`config.mk`:
```
export PLATFORM = sky130hd
export DESIGN_NAME = calclock_top
export DESIGN_NICKNAME = d
export VERILOG_FILES = /design/src/rtl/rtc_pkg.sv /design/src/rtl/rtc_calendar_step.sv /design/src/rtl/rtc_alarm_match.sv /design/src/rtl/rtc_periodic.sv /design/src/rtl/calclock_top.sv
export SDC_FILE = /design/constraint.sdc
export NUM_CORES = 1
export LEC_CHECK = 0
export BUFFER_PORTS_ARGS = -buffer_cell sky130_fd_sc_hd__buf_2
export CAP_MARGIN = 10
export CORE_MARGIN = 4
export CORE_UTILIZATION = 45
export DETAILED_ROUTE_END_ITERATION = 6
export PLACE_DENSITY = 0.71
export SLEW_MARGIN = 20
export SYNTH_ARGS = -nofsm -noshare
export SYNTH_HDL_FRONTEND = slang
export SYNTH_SLANG_ARGS = --single-unit
```
`constraint.sdc`:
```
create_clock -name clk -period 6 [get_ports clk]
set_input_delay 0.6 -clock clk [delete_from_list [all_inputs] [get_ports clk]]
set_output_delay 0.6 -clock clk [all_outputs]
set_load 0.1 [all_outputs]
```
`src/rtl/rtc_pkg.sv`:
```
`timescale 1ns/1ps
package rtc_pkg;

    localparam int IDX_W = 7;

    localparam logic [IDX_W-1:0] IX_SEC    = 7'h00;
    localparam logic [IDX_W-1:0] IX_ASEC   = 7'h01;
    localparam logic [IDX_W-1:0] IX_MIN    = 7'h02;
    localparam logic [IDX_W-1:0] IX_AMIN   = 7'h03;
    localparam logic [IDX_W-1:0] IX_HOUR   = 7'h04;
    localparam logic [IDX_W-1:0] IX_AHOUR  = 7'h05;
    localparam logic [IDX_W-1:0] IX_WDAY   = 7'h06;
    localparam logic [IDX_W-1:0] IX_DAY    = 7'h07;
    localparam logic [IDX_W-1:0] IX_MONTH  = 7'h08;
    localparam logic [IDX_W-1:0] IX_YEAR   = 7'h09;
    localparam logic [IDX_W-1:0] IX_CTL    = 7'h0A;
    localparam logic [IDX_W-1:0] IX_MODE   = 7'h0B;
    localparam logic [IDX_W-1:0] IX_FLAGS  = 7'h0C;
    localparam logic [IDX_W-1:0] IX_STAT   = 7'h0D;
    localparam logic [IDX_W-1:0] IX_RAM_LO = 7'h0E;

    localparam int RAM_LO = 14;
    localparam int RAM_HI = (1 << IDX_W) - 1;

    // Calendar state, every field packed BCD
    typedef struct packed {
        logic [7:0] year;
        logic [7:0] month;
        logic [7:0] day;
        logic [7:0] wday;
        logic [7:0] hour;
        logic [7:0] min;
        logic [7:0] sec;
    } cal_t;

    function automatic logic [7:0] bcd_inc(input logic [7:0] v);
        if (v[3:0] >= 4'd9) return {v[7:4] + 4'd1, 4'd0};
        else                return {v[7:4], v[3:0] + 4'd1};
    endfunction

    // Two-digit BCD year divisible by four
    function automatic logic bcd_leap(input logic [7:0] y);
        if (y[4]) return (y[3:0] == 4'd2) || (y[3:0] == 4'd6);
        else      return (y[3:0] == 4'd0) || (y[3:0] == 4'd4) || (y[3:0] == 4'd8);
    endfunction

    function automatic logic [7:0] bcd_month_len(input logic [7:0] m, input logic [7:0] y);
        case (m)
            8'h02:                      return bcd_leap(y) ? 8'h29 : 8'h28;
            8'h04, 8'h06, 8'h09, 8'h11: return 8'h30;
            default:                    return 8'h31;
        endcase
    endfunction

endpackage

```
`src/rtl/rtc_calendar_step.sv`:
```
`timescale 1ns/1ps
module rtc_calendar_step
    import rtc_pkg::*;
(
    input  cal_t cur,
    output cal_t nxt
);
    logic sec_wrap, min_wrap, hour_wrap, day_wrap, month_wrap;
    logic [7:0] mlen;

    always_comb begin
        nxt        = cur;
        mlen       = bcd_month_len(cur.month, cur.year);
        sec_wrap   = (cur.sec >= 8'h59);
        min_wrap   = sec_wrap && (cur.min >= 8'h59);
        hour_wrap  = min_wrap && (cur.hour >= 8'h23);
        day_wrap   = hour_wrap && (cur.day >= mlen);
        month_wrap = day_wrap && (cur.month >= 8'h12);

        nxt.sec = sec_wrap ? 8'h00 : bcd_inc(cur.sec);
        if (sec_wrap)   nxt.min   = min_wrap  ? 8'h00 : bcd_inc(cur.min);
        if (min_wrap)   nxt.hour  = hour_wrap ? 8'h00 : bcd_inc(cur.hour);
        if (hour_wrap) begin
            nxt.wday = (cur.wday >= 8'h07) ? 8'h01 : bcd_inc(cur.wday);
            nxt.day  = day_wrap ? 8'h01 : bcd_inc(cur.day);
        end
        if (day_wrap)   nxt.month = month_wrap ? 8'h01 : bcd_inc(cur.month);
        if (month_wrap) nxt.year  = (cur.year >= 8'h99) ? 8'h00 : bcd_inc(cur.year);
    end
endmodule

```
`src/rtl/rtc_alarm_match.sv`:
```
`timescale 1ns/1ps
module rtc_alarm_match #(
    parameter int N_FIELDS = 3
) (
    input  logic [N_FIELDS-1:0][7:0] now,
    input  logic [N_FIELDS-1:0][7:0] target,
    output logic                     hit
);
    logic [N_FIELDS-1:0] field_ok;

    for (genvar i = 0; i < N_FIELDS; i++) begin : g_field
        // top bits 11 make the byte a wildcard
        assign field_ok[i] = (target[i][7:6] == 2'b11) || (target[i] == now[i]);
    end

    assign hit = &field_ok;
endmodule

```
`src/rtl/rtc_periodic.sv`:
```
`timescale 1ns/1ps
module rtc_periodic #(
    parameter int RATE_W = 4
) (
    input  logic              clk,
    input  logic              rst_n,
    input  logic              chain_on,
    input  logic [RATE_W-1:0] rate,
    input  logic              restart,
    input  logic              base_en,
    output logic              pulse
);
    localparam int CNT_W = (1 << RATE_W) - 2;

    logic [CNT_W-1:0] cnt_d, cnt_q;
    logic [CNT_W-1:0] period_m1;
    logic             active;

    assign active    = chain_on && (rate != '0);
    assign period_m1 = (CNT_W'(1) << (rate - RATE_W'(1))) - CNT_W'(1);

    always_comb begin
        cnt_d = cnt_q;
        pulse = 1'b0;
        if (restart || !active) begin
            cnt_d = '0;
        end else if (base_en) begin
            if (cnt_q == period_m1) begin
                cnt_d = '0;
                pulse = 1'b1;
            end else begin
                cnt_d = cnt_q + CNT_W'(1);
            end
        end
    end

    always_ff @(posedge clk or negedge rst_n) begin
        if (!rst_n) cnt_q <= '0;
        else        cnt_q <= cnt_d;
    end
endmodule

```
`src/rtl/calclock_top.sv`:
```
`timescale 1ns/1ps
module calclock_top
    import rtc_pkg::*;
#(
    parameter int UIP_CYCLES = 8,
    parameter int RATE_W     = 4
) (
    input  logic       clk,
    input  logic       rst_n,
    input  logic       tick_1hz,
    input  logic       base_en,
    input  logic       host_port_sel,
    input  logic       host_wr,
    input  logic       host_rd,
    input  logic [7:0] host_wdata,
    output logic [7:0] host_rdata,
    output logic       irq
);
    localparam int UIP_W   = $clog2(UIP_CYCLES + 1);
    localparam int N_ALARM = 3;

    typedef struct packed {
        cal_t                   cal;
        logic [N_ALARM-1:0][7:0] alarm;   // [0] sec, [1] min, [2] hour
        logic [6:0]             ctl;      // byte 0x0A bits 6:0
        logic [7:0]             mode;     // byte 0x0B
        logic [2:0]             flags;    // periodic, alarm, update-done
        logic                   uip;
        logic [UIP_W-1:0]       uip_cnt;
        logic [IDX_W-1:0]       idx;
    } st_t;

    st_t  d, q;
    cal_t cal_next;
    logic alarm_hit, per_pulse, upd, freeze_next;
    logic idx_wr, data_wr, data_rd, flag_clr, ctl_write;
    logic [2:0] flag_set;
    logic irq_any;
    logic [7:0] ram [RAM_LO:RAM_HI];

    assign idx_wr    = host_wr && !host_port_sel;
    assign data_wr   = host_wr && host_port_sel;
    assign data_rd   = host_rd && host_port_sel;
    assign flag_clr  = data_rd && (q.idx == IX_FLAGS);
    assign ctl_write = data_wr && (q.idx == IX_CTL);

    rtc_calendar_step u_step (
        .cur (q.cal),
        .nxt (cal_next)
    );

    rtc_alarm_match #(.N_FIELDS(N_ALARM)) u_alarm (
        .now    ({cal_next.hour, cal_next.min, cal_next.sec}),
        .target (q.alarm),
        .hit    (alarm_hit)
    );

    rtc_periodic #(.RATE_W(RATE_W)) u_per (
        .clk      (clk),
        .rst_n    (rst_n),
        .chain_on (q.ctl[5]),
        .rate     (q.ctl[RATE_W-1:0]),
        .restart  (ctl_write),
        .base_en  (base_en),
        .pulse    (per_pulse)
    );

    assign irq_any = |(q.flags & q.mode[6:4]);
    assign irq     = irq_any;

    always_comb begin
        d   = q;
        upd = 1'b0;

        if (idx_wr) d.idx = host_wdata[IDX_W-1:0];

        freeze_next = (data_wr && q.idx == IX_MODE) ? host_wdata[7] : q.mode[7];

        // busy window then update
        if (freeze_next) begin
            d.uip     = 1'b0;
            d.uip_cnt = '0;
        end else if (q.uip) begin
            if (base_en) begin
                if (q.uip_cnt == UIP_W'(UIP_CYCLES - 1)) begin
                    upd       = 1'b1;
                    d.uip     = 1'b0;
                    d.uip_cnt = '0;
                end else begin
                    d.uip_cnt = q.uip_cnt + UIP_W'(1);
                end
            end
        end else if (tick_1hz) begin
            d.uip     = 1'b1;
            d.uip_cnt = '0;
        end

        if (upd) d.cal = cal_next;

        flag_set = {per_pulse, upd && alarm_hit, upd};
        d.flags  = (flag_clr ? 3'b000 : q.flags) | flag_set;

        // host write wins over the update for the same field
        if (data_wr) begin
            case (q.idx)
                IX_SEC:   d.cal.sec   = host_wdata;
                IX_ASEC:  d.alarm[0]  = host_wdata;
                IX_MIN:   d.cal.min   = host_wdata;
                IX_AMIN:  d.alarm[1]  = host_wdata;
                IX_HOUR:  d.cal.hour  = host_wdata;
                IX_AHOUR: d.alarm[2]  = host_wdata;
                IX_WDAY:  d.cal.wday  = host_wdata;
                IX_DAY:   d.cal.day   = host_wdata;
                IX_MONTH: d.cal.month = host_wdata;
                IX_YEAR:  d.cal.year  = host_wdata;
                IX_CTL:   d.ctl       = host_wdata[6:0];
                IX_MODE:  d.mode      = host_wdata;
                default:  ;
            endcase
        end
    end

    always_ff @(posedge clk or negedge rst_n) begin
        if (!rst_n) begin
            q          <= '0;
            q.cal.wday <= 8'h01;
            q.cal.day  <= 8'h01;
            q.cal.month<= 8'h01;
            q.mode     <= 8'h02;
        end else begin
            q <= d;
        end
    end

    always_ff @(posedge clk) begin
        if (data_wr && q.idx >= IX_RAM_LO) ram[q.idx] <= host_wdata;
    end

    always_comb begin
        if (!host_port_sel) begin
            host_rdata = {1'b0, q.idx};
        end else begin
            case (q.idx)
                IX_SEC:   host_rdata = q.cal.sec;
                IX_ASEC:  host_rdata = q.alarm[0];
                IX_MIN:   host_rdata = q.cal.min;
                IX_AMIN:  host_rdata = q.alarm[1];
                IX_HOUR:  host_rdata = q.cal.hour;
                IX_AHOUR: host_rdata = q.alarm[2];
                IX_WDAY:  host_rdata = q.cal.wday;
                IX_DAY:   host_rdata = q.cal.day;
                IX_MONTH: host_rdata = q.cal.month;
                IX_YEAR:  host_rdata = q.cal.year;
                IX_CTL:   host_rdata = {q.uip, q.ctl};
                IX_MODE:  host_rdata = q.mode;
                IX_FLAGS: host_rdata = {irq_any, q.flags, 4'b0000};
                IX_STAT:  host_rdata = 8'h80;
                default:  host_rdata = ram[q.idx];
            endcase
        end
    end
endmodule

```
==> flow_summary.yaml <==
synth:
  synth_edf_count: 912
  syn_nets: 2586
  post-synth-top-count-cell: "edfxtp_1"
  async_reset_ff_frac: 0.120
  ys_seq_area_frac: 0.690
  synth_seq_cells: 1036
  ys_warn_count: 0
  synthCells: 2522
  synth_flop_cell: "edfxtp_1"
  yosys.area.top_type_share: 0.620
  post-synth-top-area-cell: "edfxtp_1"
  ys_types: 85
  synth_area_leaders: "edfxtp_1, mux4_2, dfrtp_1"
  synth_top_cells_by_count: "edfxtp_1, mux4_2, nor2_1, nand2_1, dfrtp_1"
  synth_area_per_cell_um2: 17.5
  synthesis.area_um2: 44200
cells_and_area:
  final_layout_size_suffix_gt1_frac: 0.227
  syn_to_final_growth_pct: 11.1
  fill_cells: 7609
  final_nets: 2625
power_and_ir_drop:
  ir_drop_mv: 0.257
  p_total_mw: 17.5
  leakage_nw: 15.9
  powerDensity_nw_per_um2: 356
clock_tree:
  root_buffer: "clkbuf_16"
  cts_resized: 0
  cts_hold_buffers: 0
  htreeDepth: 3
  cts_tree: "built"
  cts.clk_slew.worst_paths_ns: 0.06
  cts_buffer_depth: 3
  cts_buffers: 100
  clock-sinks: 1036
  postCtsSetupBuffers: 0
  clock_latency_ns: 0.70
die:
  coreArea_um2: 97100
  initial_core_util: 0.455
  die_w_um: 321
  row_count: 114
  num_io_pins: 24
  dieArea_um2: 103000
  die_h_um: 321
timing:
  finalWorstSetupSlack_ns: 0.504
  finalSetupTns_ns: 0
  hold_viol_final: 0
  final.period_utilization: 0.916
  period_needed_ns: 5.50
  worstMarginPinSlew_ns: 1.20
  clock.fmax_ghz: 0.182
  rsz0062_at_grt: "false"
  slew_viol_final: 0
  skew_ns: 0.0564
  setup_viol: 0
  slew_headroom: 0.196
drt:
  wl_per_cell_um: 27.5
  drc: 0
  drtIter0Drc: 3197
  viasPerCell: 6.26
  ant_nets: 0
  vias: 24500
  drt_wl_total_um: 108000
  drt_first_pass_iters: 6
worst_setup_path:
  crit_path_end_kind: "output port"
  cp_max_fo: 35
  startpoint_type: "register"
  critPathKind: "register to output port"
  cp_data_arrival_time_ns: 4.90
  required_ns: 5.40
place:
  place_ws_ns: 1.21
  routabilityCongestion: 0.926
  io_buffer_count: 23
  dp_hpwl_um: 67200
hold_path:
  holdCritPathClass: "input pin to asynchronous set/reset pin"
job:
  cap_viol_max_count: 0
global_route:
  grt_pass1_vias: 24300
  antenna_found_initial: 3
  overflow: 0
  grt.total_usage: 0.209
  grt_max_degree: 113
  grt_pass1_wl_um: 161000
outcome:
  status: "completed"
## through the flow
stage	cell area, um2	util	instances	hold WS (ns)
after floorplan	44200	-	2522	0.304
after global placement	45800	0.471	3735	0.469
after detailed placement	45800	0.471	3735	0.482
after CTS	49100	0.506	3920	0.00139
after global routing	49100	0.506	3920	0.0470
final	49100	0.506	3921	0.0269
## cell type report
class	count	area (um2)	share of cell area
repair buffers	70	582	0.0118
inverters	54	203	0.00413
clock inverters	75	792	0.0161
well taps	1276	1600	0.0325
clock buffers	110	2550	0.0519
multi-input cells	1299	12900	0.262
flip-flops and latches	1036	30500	0.621
diodes	1	2.50	0.0000509
## per-layer routing
metal  track usage  up-vias  routed length [um]
met5             0        -                  13
met4        0.0594        2                2650
met3        0.0379      180               10200
met2         0.333     1354               51900
met1         0.298    12800               43200
li1              -    10200                   -
## layout by cell type (no fill, tap or decap), types with 21 or more instances in the layout
cell type  synthesis  layout
mux2_2            59      59
mux4_2           286     286
o21ai_0           81      81
nor3_1            40      39
ha_1              49      49
dfrtp_1          120     116
nand3_1           53      53
edfxtp_1         912     912
clkinv_2           0      22
nor2_1           187     186
clkbuf_16          0     100
nand2_1          125     125
a21oi_1           77      77
inv_1             54      54
buf_4             11      48
clkinv_1           0      24
a221oi_1          21      21
a22oi_1           23      23
## cell families after synthesis
| kind of cell | synth area share |
|---|---|
| AND/OR/NAND/NOR | 0.0559 |
| multiplexers | 0.165 |
| AO/OA/AOI/OAI | 0.0498 |
| adder cells (fa/ha/maj) | 0.0139 |
| XOR/XNOR | 0.00713 |
| flip-flops | 0.690 |
| buffers and inverters | 0.0188 |
## power breakdown
group          internal (mW)  total [mW]  switching (mW)
clock network           3.64        6.38            2.74
registers               8.02        8.41           0.396
logic                   1.16        2.72            1.56
## critical path, cell delays in order, from the launching register on
cell and delay, ns:
dfrtp_4 0.93, buf_12 0.31, buf_4 0.34, mux4_2 0.56, mux4_2 0.49, a221oi_1 0.58, a21oi_1 0.10, a211oi_1 0.36
nor3_1 0.16, buf_2 0.32
## final timing paths
path | cells past startpoint | startpoint | to | slack, ns
max | 9 | q[0] | host_rdata[2] | 0.50
min | 1 | rst_n | q[1] | 0.03
min in group clk | 1 | host_wdata[3] | ram[126][3] | 0.23
min reg2reg | 2 | q[29] | q[29] | 0.51
max reg2reg | 6 | q[1] | ram[22][5] | 1.42
max in group asynchronous | 2 | rst_n | u_per.cnt_q[1] | 4.52
## flip-flops by register name, indices dropped and copies added (netlist names)
register,count
ram,912
u_per.cnt_q,14
q,110
Note: power is estimated with default switching activity, not from simulation.
